--- config.mk ---
export PLATFORM = sky130hd
export DESIGN_NAME = vcmd_port_decoder
export DESIGN_NICKNAME = d
export VERILOG_FILES = /design/src/rtl/vcd_pkg.sv /design/src/rtl/vcd_word_class.sv /design/src/rtl/vcd_regfile.sv /design/src/rtl/vcd_cmd_track.sv /design/src/rtl/vcd_dma_launch.sv /design/src/rtl/vcmd_port_decoder.sv
export SDC_FILE = /design/constraint.sdc
export NUM_CORES = 1
export LEC_CHECK = 0
export CORE_UTILIZATION = 46
export DETAILED_ROUTE_END_ITERATION = 12
export GPL_TIMING_DRIVEN = 0
export MAX_ROUTING_LAYER = met4
export PLACE_DENSITY = 0.8
export SYNTH_ARGS = -nofsm -noshare
export SYNTH_HDL_FRONTEND = slang
export SYNTH_SLANG_ARGS = --single-unit
--- constraint.sdc ---
create_clock -name clk -period 2.3 [get_ports clk]
set_input_delay 0.23 -clock clk [delete_from_list [all_inputs] [get_ports clk]]
set_output_delay 0.23 -clock clk [all_outputs]
set_load 0.02 [all_outputs]
--- src/rtl/vcd_pkg.sv ---
// Package: shared constants and types of the command port decoder.
// Assumes a 16-bit control word; register indices are 6 bits wide.
package vcd_pkg;
    localparam int CTL_W     = 16;
    localparam int ADDR_W    = 16;
    localparam int CODE_W    = 6;
    localparam int IDX_W     = 6;
    localparam int BYTE_W    = 8;
    localparam int LEN_BYTES = 2;
    localparam int SRC_BYTES = 3;
    localparam int LEN_W     = LEN_BYTES * BYTE_W;
    localparam int SRC_W     = SRC_BYTES * BYTE_W;

    // register indices whose positions the host software relies on
    localparam logic [IDX_W-1:0] IDX_AUTOINC = 6'd15;
    localparam logic [IDX_W-1:0] IDX_LEN_LO  = 6'd19;
    localparam logic [IDX_W-1:0] IDX_SRC_LO  = 6'd21;

    localparam logic [1:0] REG_TAG   = 2'b10;  // top bits marking a register write
    localparam logic [1:0] MODE_FILL = 2'b10;  // source mode that defers start

    localparam int STAT_FULL_BIT = 8;
    localparam int STAT_DMA_BIT  = 5;
    localparam int CODE_DMA_BIT  = 7;          // word bit that becomes code bit 5

    typedef enum logic [1:0] {
        WK_NONE   = 2'd0,
        WK_REG    = 2'd1,
        WK_FIRST  = 2'd2,
        WK_SECOND = 2'd3
    } word_kind_e;
endpackage

--- src/rtl/vcd_word_class.sv ---
// Module: classifies a control-port word by pending state and top bits.
// Assumes ctl_wr is a one-cycle strobe; purely combinational.
module vcd_word_class
    import vcd_pkg::*;
(
    input  logic              ctl_wr,
    input  logic [CTL_W-1:0]  ctl_wdata,
    input  logic              pending,
    output word_kind_e        kind,
    output logic [IDX_W-1:0]  reg_idx,
    output logic [BYTE_W-1:0] reg_val
);
    // Pick the meaning of the incoming word.
    always_comb begin
        if (!ctl_wr)
            kind = WK_NONE;
        else if (pending)
            kind = WK_SECOND;
        else if (ctl_wdata[CTL_W-1 -: 2] == REG_TAG)
            kind = WK_REG;
        else
            kind = WK_FIRST;
    end

    assign reg_idx = ctl_wdata[BYTE_W +: IDX_W];
    assign reg_val = ctl_wdata[BYTE_W-1:0];
endmodule

--- src/rtl/vcd_regfile.sv ---
// Module: transfer register file (auto-increment, DMA length, DMA source).
// Assumes byte-wide writes; unknown indices are dropped silently.
module vcd_regfile
    import vcd_pkg::*;
(
    input  logic              clk,
    input  logic              rst_n,
    input  logic              we,
    input  logic [IDX_W-1:0]  idx,
    input  logic [BYTE_W-1:0] val,
    output logic [BYTE_W-1:0] auto_inc,
    output logic [LEN_W-1:0]  dma_len,
    output logic [SRC_W-1:0]  dma_src
);
    // Load the auto-increment step.
    always_ff @(posedge clk) begin
        if (!rst_n)
            auto_inc <= '0;
        else if (we && idx == IDX_AUTOINC)
            auto_inc <= val;
    end

    for (genvar g = 0; g < LEN_BYTES; g++) begin : g_len
        localparam logic [IDX_W-1:0] MY_IDX = IDX_LEN_LO + IDX_W'(g);
        // Load one byte of the DMA length.
        always_ff @(posedge clk) begin
            if (!rst_n)
                dma_len[g*BYTE_W +: BYTE_W] <= '0;
            else if (we && idx == MY_IDX)
                dma_len[g*BYTE_W +: BYTE_W] <= val;
        end
    end

    for (genvar g = 0; g < SRC_BYTES; g++) begin : g_src
        localparam logic [IDX_W-1:0] MY_IDX = IDX_SRC_LO + IDX_W'(g);
        // Load one byte of the DMA source.
        always_ff @(posedge clk) begin
            if (!rst_n)
                dma_src[g*BYTE_W +: BYTE_W] <= '0;
            else if (we && idx == MY_IDX)
                dma_src[g*BYTE_W +: BYTE_W] <= val;
        end
    end
endmodule

--- src/rtl/vcd_cmd_track.sv ---
// Module: assembles address and access code from the two command words.
// Assumes a control write outranks a clear request in the same cycle.
module vcd_cmd_track
    import vcd_pkg::*;
(
    input  logic              clk,
    input  logic              rst_n,
    input  word_kind_e        kind,
    input  logic [CTL_W-1:0]  ctl_wdata,
    input  logic              clr_req,
    output logic [ADDR_W-1:0] cmd_addr,
    output logic [CODE_W-1:0] cmd_code,
    output logic              pending
);
    localparam int LO_ADDR = ADDR_W - 2;

    // Update address, code and pending flag per word kind.
    always_ff @(posedge clk) begin
        if (!rst_n) begin
            cmd_addr <= '0;
            cmd_code <= '0;
            pending  <= 1'b0;
        end else begin
            unique case (kind)
                WK_FIRST: begin
                    cmd_addr[LO_ADDR-1:0] <= ctl_wdata[LO_ADDR-1:0];
                    cmd_code[1:0]         <= ctl_wdata[CTL_W-1 -: 2];
                    pending               <= 1'b1;
                end
                WK_SECOND: begin
                    cmd_addr[ADDR_W-1:LO_ADDR] <= ctl_wdata[1:0];
                    cmd_code[CODE_W-1:2]       <= ctl_wdata[7:4];
                    pending                    <= 1'b0;
                end
                WK_REG: ;
                default: if (clr_req) pending <= 1'b0;
            endcase
        end
    end
endmodule

--- src/rtl/vcd_dma_launch.sv ---
// Module: decides DMA start on the second command word and holds run/bus-hold.
// Assumes the engine pulses dma_done once per transfer; a start wins over it.
module vcd_dma_launch
    import vcd_pkg::*;
(
    input  logic       clk,
    input  logic       rst_n,
    input  logic       second_word,
    input  logic       dma_req,
    input  logic [1:0] src_mode,
    input  logic       dma_done,
    output logic       dma_run,
    output logic       bus_hold
);
    logic start;

    // A start needs the DMA code bit and any mode except fill.
    always_comb start = second_word && dma_req && (src_mode != MODE_FILL);

    // Track run and hold until completion.
    always_ff @(posedge clk) begin
        if (!rst_n) begin
            dma_run  <= 1'b0;
            bus_hold <= 1'b0;
        end else if (start) begin
            dma_run  <= 1'b1;
            bus_hold <= !src_mode[1];
        end else if (dma_done) begin
            dma_run  <= 1'b0;
            bus_hold <= 1'b0;
        end
    end
endmodule

--- src/rtl/vcmd_port_decoder.sv ---
// Module: top of the control-port decoder; wires classifier, register file,
// command tracker and DMA launcher, and builds the status word.
// Assumes all strobes are synchronous to clk.
module vcmd_port_decoder
    import vcd_pkg::*;
(
    input  logic              clk,
    input  logic              rst_n,
    input  logic              ctl_wr,
    input  logic [CTL_W-1:0]  ctl_wdata,
    input  logic              data_wr,
    input  logic              stat_rd,
    input  logic              fifo_full,
    input  logic              dma_done,
    output logic [15:0]       stat_word,
    output logic [ADDR_W-1:0] cmd_addr,
    output logic [CODE_W-1:0] cmd_code,
    output logic              cmd_pending,
    output logic              dma_run,
    output logic              bus_hold,
    output logic [BYTE_W-1:0] auto_inc,
    output logic [LEN_W-1:0]  dma_len,
    output logic [SRC_W-1:0]  dma_src
);
    word_kind_e        kind;
    logic [IDX_W-1:0]  reg_idx;
    logic [BYTE_W-1:0] reg_val;

    vcd_word_class u_class (
        .ctl_wr    (ctl_wr),
        .ctl_wdata (ctl_wdata),
        .pending   (cmd_pending),
        .kind      (kind),
        .reg_idx   (reg_idx),
        .reg_val   (reg_val)
    );

    vcd_regfile u_regs (
        .clk      (clk),
        .rst_n    (rst_n),
        .we       (kind == WK_REG),
        .idx      (reg_idx),
        .val      (reg_val),
        .auto_inc (auto_inc),
        .dma_len  (dma_len),
        .dma_src  (dma_src)
    );

    vcd_cmd_track u_cmd (
        .clk       (clk),
        .rst_n     (rst_n),
        .kind      (kind),
        .ctl_wdata (ctl_wdata),
        .clr_req   (data_wr || stat_rd),
        .cmd_addr  (cmd_addr),
        .cmd_code  (cmd_code),
        .pending   (cmd_pending)
    );

    vcd_dma_launch u_dma (
        .clk         (clk),
        .rst_n       (rst_n),
        .second_word (kind == WK_SECOND),
        .dma_req     (ctl_wdata[CODE_DMA_BIT]),
        .src_mode    (dma_src[SRC_W-1 -: 2]),
        .dma_done    (dma_done),
        .dma_run     (dma_run),
        .bus_hold    (bus_hold)
    );

    // Assemble the status word.
    always_comb begin
        stat_word                = '0;
        stat_word[STAT_FULL_BIT] = fifo_full;
        stat_word[STAT_DMA_BIT]  = dma_run;
    end
endmodule

# --- Yosys cells after proc, flatten, opt, wreduce, memory -nomap -nowiden ---
# Index checks and enable logic that the tools add are counted.
totals:
  reg_bits: 73
  inputBits: 23
  out_inout_bits: 89
  elab_cells: 46
classes:
  n_eq_ne: 11
  mux: 8
  bitwise: 1
  n_reduce_logical: 13
ops:
  columns: ["op", "count"]
  rows:
  - ["$eq 6x5->1 const B", 5]
  - ["$logic_and 1x1->1", 8]
  - ["$eq 2x2->1 const B", 3]
  - ["$eq 6x4->1 const B", 1]
  - ["$mux 2", 3]
  - ["$mux 1", 4]
  - ["$pmux 1 s3", 1]
  - ["$reduce_bool 3->1", 1]
  - ["$eq 2x1->1 const B", 1]
  - ["$ne 2x2->1 const B", 1]
  - ["$reduce_and 2->1", 1]
  - ["$reduce_bool 2->1", 1]
  - ["$logic_not 1->1", 1]
  - ["$logic_or 1x1->1", 1]
  - ["$not 1->1", 1]

# --- Logic depth before layout (Yosys ltp) ---
logic_depth:
  ltp_word: 8
  mapped_depth: 6
  ltp_nobuf: 3

# --- Cells and area by module ---
# From an unflattened synthesis, not the netlist that was laid out.
hier_totals:
  cells_unflattened: 326
  area_unflattened_um2: 3169.3
by_module_without_submodules:
  columns: ["module", "instances", "cells_per_inst", "area_per_inst_um2", "seq_area_each_um2"]
  rows:
  - ["vcd_regfile", 1, 173, 1834.3, 960.9]
  - ["vcd_cmd_track", 1, 104, 957.2, 460.4]
  - ["vcmd_port_decoder", 1, 20, 146.4, 0.0]
  - ["vcd_word_class", 1, 18, 141.4, 0.0]
  - ["vcd_dma_launch", 1, 11, 90.1, 40.0]

# --- Least setup slack after synthesis ---
# No wires, ideal clock.
synth_path:
  path_kind: "register to register"
  startpoint: "register u_cmd.pending"
  endpoint: "register u_regs.auto_inc[0]"
  arrival_ns: 1.225
  t_required_ns: 2.176
  setup_slack_ns: 0.951
  path_stages_with_launch: 6
  n_path_buf: 2
  synth_period_minus_slack_ns: 1.349
  cell_sequence: "dfxtp_1 and4bb_2 buf_6 and3_2 buf_6 mux2i_1"
synth_via:
  elab_chain_cells: 4
synth_lines:
  columns: ["element", "line", "source"]
  rows:
  - ["start, declared", "vcd_cmd_track.sv:13", "output logic pending"]
  - ["start signal, assigned", "vcd_cmd_track.sv:22", "pending <= 1'b0;"]
  - ["start signal, assigned", "vcd_cmd_track.sv:28", "pending <= 1'b1;"]
  - ["start signal, assigned", "vcd_cmd_track.sv:33", "pending <= 1'b0;"]
  - ["$mux 2", "vcd_word_class.sv:17", "else if (pending)"]
  - ["$mux 2", "vcd_word_class.sv:15", "if (!ctl_wr)"]
  - ["$eq 2x1->1", "vcmd_port_decoder.sv:41", ".we (kind == WK_REG),"]
  - ["$logic_and 1x1->1", "vcd_regfile.sv:19", "else if (we && idx == IDX_AUTOINC)"]
  - ["end signal, assigned", "vcd_regfile.sv:20", "auto_inc <= val;"]
  - ["end, declared", "vcd_regfile.sv:11", "output logic [BYTE_W-1:0] auto_inc,"]
# No other way between the ends.
# A chain may end at the register's enable or synchronous reset.

# --- Worst setup path after layout ---
layout_path:
  startpoint: "register u_dma.dma_run"
  endpoint: "output port stat_word[5]"
layout_lines:
  columns: ["element", "line", "source"]
  rows:
  - ["start, declared", "vcd_dma_launch.sv:12", "output logic dma_run,"]
  - ["start signal, assigned", "vcd_dma_launch.sv:23", "dma_run <= 1'b0;"]
  - ["start signal, assigned", "vcd_dma_launch.sv:26", "dma_run <= 1'b1;"]
  - ["start signal, assigned", "vcd_dma_launch.sv:29", "dma_run <= 1'b0;"]
  - ["end, declared", "vcmd_port_decoder.sv:15", "output logic [15:0] stat_word,"]
# No word-level cell between the ends.

==> run_results.csv <==
group,metric,value,unit
synthesis,yosys_warnings,0,
clock_tree,cts-buffers-inserted,9,
clock_tree,cts_resized,0,
place,finalWeightedCongestion,0.838,
synthesis,synthCells,308,
global_routing,grt.overflow.total,0,
sta,hold_viol,0,
die,rows,28,
clock_tree,clk_pin_slew,80,ps
die,initial_core_util,48.8,%
place,place_hpwl,5640,µm
synthesis,seq_area_frac_synth,49.1,%
critical_path,crit_arrival,1360,ps
routing,drc,0,
layout,register_area,1460,µm²
layout,multi_input_area,1330,µm²
power,p_leak,1.85,nW
synthesis,synth_mux_area_share,16.1,%
routing,dr.first_iter.drc_count,113,
critical_path,regToRegEndpoint,"u_cmd.cmd_addr[6]$_SDFFE_PN0P_",
layout,final_area,4290,µm²
global_routing,grt_util_all_layers,25.1,%
sta,hold-worst-slack,437,ps
worst_hold_path,hold_class,"in2reg",
synthesis,synth_xor_area_share,0,%
critical_path,worst_setup_path_start_kind,"register",
clock_tree,cts_hold_buf,0,
place,pre_cts_ws,487,ps
clock_tree,cts_max_level,3,
sta,fin_setup_tns,0,ps
synthesis,synth_area_per_cell,9.66,µm²
global_routing,grt_max_degree,14,
clock_tree,clk_latency,340,ps
critical_path,ff2ff_path_depth,5,
sta,max_freq,628,MHz
layout,nFillCells,480,
critical_path,r2r_start,"u_cmd.pending$_SDFFE_PN0P_",
sta,finalClockSkew,11.3,ps
worst_hold_path,whs_path_depth,3,
sta,period_share,69.2,%
place,placed_cell_area,4070,µm²
global_routing,antenna_found_initial,0,
critical_path,cp.required,2070,ps
routing,via_count,2563,
die,die_h,82.4,µm
clock_tree,cts_setup_buffers,0,
flow_run,drv_cap,0,
layout,nNetsFinal,450,
critical_path,critical_path.max_stage_delay,580,ps
critical_path,cp_cell_sequence,"buf_4 > clkdlybuf4s50_1",
layout,syn2layout_area_growth,44.1,%
layout,diodes,0,
synthesis,synthSimpleGateAreaFrac,17.4,%
global_routing,grt_first_pass_wirelength,12000,µm
die,die_width,82.4,µm
sta,finalSetupViolations,0,
critical_path,rrSetupSlack,730,ps
synthesis,synth-compound-area-share,9.33,%
die,core,6100,µm²
routing,drt_wl_total,7840,µm
synthesis,yosysUniqueCellTypes,28,
sta,rsz0062_at_grt,"false",
sta,worst_slack,708,ps
die,pin_count,112,
clock_tree,cts_tree,"yes",
power,power_density,627,nW/µm²
sta,period_minus_slack,1590,ps
routing,drtPass1Iterations,4,
worst_hold_path,hold_end,"u_regs.dma_len[7]$_SDFFE_PN0P_",
routing,drtAntennaViolNets,0,
outcome,status,"finished, final reports clean",
sta,slew_viol_final,0,
critical_path,crit_path_max_fanout,3,
synthesis,synthesis.area,2980,µm²
routing,post_drt_wl_per_cell,15.5,µm
critical_path,cpMaxStageDelayCell,"clkdlybuf4s50_1",
synthesis,synth_top_family_by_area,"simple AND/OR/NAND/NOR gates",
global_routing,grt_pass1_vias,2403,
critical_path,end_kind,"output pin",
routing,avgViaCountPerCell,5.06,
synthesis,synth-seq-cells,73,
clock_tree,cts-root-buf,"clkbuf_8",
clock_tree,clockBufferDepth,2,
die,die_area,6800,µm²
power,vdd_drop_max,0.000555,V
layout,drive_above_1_share,10.9,%
clock_tree,clock_sinks,73,
worst_hold_path,min-delay-start,"rst_n",
place,io_buffers,95,
synthesis,synthAdderAreaFrac,0,%
critical_path,setup.worst_path.class,"reg2out",
[kinds of logic (layout without fill, tap and decap cells)]
kind of cell / count (synthesis) / after routing
AND/OR/NAND/NOR: 105 / 105
flip-flops: 73 / 73
multiplexers: 48 / 48
buffers and inverters: 38 / 149
other: 1 / 14
AO/OA/AOI/OAI: 43 / 43
[worst max-delay path by stage]
stage | slack (ps) | end | cells after the start | from
floorplan | 950 | u_regs.auto_inc[0]$_SDFFE_PN0P_ | 5 | u_cmd.pending$_SDFFE_PN0P_
global placement | 530 | u_regs.auto_inc[5]$_SDFFE_PN0P_ | 6 | ctl_wdata[14]
detailed placement | 490 | u_cmd.cmd_addr[6]$_SDFFE_PN0P_ | 5 | ctl_wdata[14]
CTS | 690 | stat_word[5] | 2 | u_dma.dma_run$_SDFFE_PN0P_
global route | 570 | u_cmd.cmd_addr[8]$_SDFFE_PN0P_ | 5 | u_cmd.pending$_SDFFE_PN0P_
finish | 710 | stat_word[5] | 2 | u_dma.dma_run$_SDFFE_PN0P_
[worst max-delay path, delay by kind of cell, from the launching register on]
family | cells | cell delay, ps
flops | 1 | 340
buf+inv | 2 | 680
[layout by cell type, fill, tap and decap left out, drive strengths merged, types with 3 or more instances in the layout]
| cell type | Yosys | final |
|---|---|---|
| clkbuf | 11 | 21 |
| nand3 | 22 | 22 |
| clkdlybuf4s50 | 0 | 95 |
| dfxtp | 73 | 73 |
| buf | 25 | 25 |
| mux2i | 48 | 48 |
| nor2 | 3 | 3 |
| nor2b | 3 | 3 |
| inv | 2 | 3 |
| a21oi | 3 | 3 |
| a21boi | 21 | 21 |
| nand2 | 64 | 64 |
| o21ai | 16 | 16 |
| conb | 1 | 14 |
[layer usage]
metal | part of all wire (%) | vias to the layer above | track usage (%)
met1 | 43 | 1208 | 31.1
met5 | 0 | - | -
met3 | 6.9 | 10 | 4.62
li1 | - | 1248 | -
met2 | 49 | 97 | 40.6
met4 | 1.2 | 0 | 9.65
[cells in the mapped netlist]
master / instances / area [µm²]
buf_4: 20 / 150
a21boi_0: 20 / 150
a21oi_1: 3 / 15.0
dfxtp_1: 73 / 1460
o211a_1: 1 / 10.0
and3_2: 1 / 7.51
nand4b_1: 2 / 17.5
nor2b_1: 3 / 18.8
nand4_4: 1 / 21.3
and3b_1: 2 / 17.5
nor4b_1: 1 / 8.76
mux2i_1: 48 / 480
nand3_2: 2 / 20.0
nand2_1: 64 / 240
conb_1: 1 / 3.75
buf_6: 2 / 22.5
and2b_2: 1 / 8.76
nor3b_1: 1 / 7.51
o21a_1: 2 / 15.0
buf_2: 3 / 15.0
inv_1: 2 / 7.51
a21boi_1: 1 / 7.51
nor2_1: 3 / 11.3
o21ai_0: 16 / 80.1
nand3_1: 20 / 100
nand2b_1: 2 / 12.5
and4bb_2: 2 / 25.0
clkbuf_1: 11 / 41.3
[state kept, by name, indices dropped and copies added (netlist names)]
register         count
u_regs.dma_src      24
u_cmd.cmd_addr      16
u_regs.dma_len      16
u_regs.auto_inc      8
u_cmd.cmd_code       6
u_cmd.pending        1
u_dma.bus_hold       1
u_dma.dma_run        1
[area by class of cell]
cell class | count | share of cell area, %
Tap cell | 75 | 2.19
Clock inverter | 6 | 2.10
Clock buffer | 10 | 2.98
Timing Repair Buffer | 95 | 22.2
Multi-Input combinational cell | 210 | 31.0
Inverter | 2 | 0.175
Sequential cell | 73 | 34.1
Buffer | 36 | 5.34
[per-stage QoR]
stage | utilization [%] | total power [mW] | std cells
3_5_place_dp | 66.8 | 1.62 | 491
2_1_floorplan | - | 1.49 | 321
5_1_grt | 70.3 | 2.78 | 507
3_3_place_gp | 66.8 | 1.61 | 491
6_report | 70.3 | 2.69 | 507
4_1_cts | 70.3 | 2.70 | 507
[report_power, final]
part | total, mW | switching, mW | internal, mW
Sequential | 1.30 | 0.0110 | 1.29
Clock | 1.10 | 0.484 | 0.615
Combinational | 0.294 | 0.168 | 0.126
Note: power is estimated with default switching activity, not from simulation.
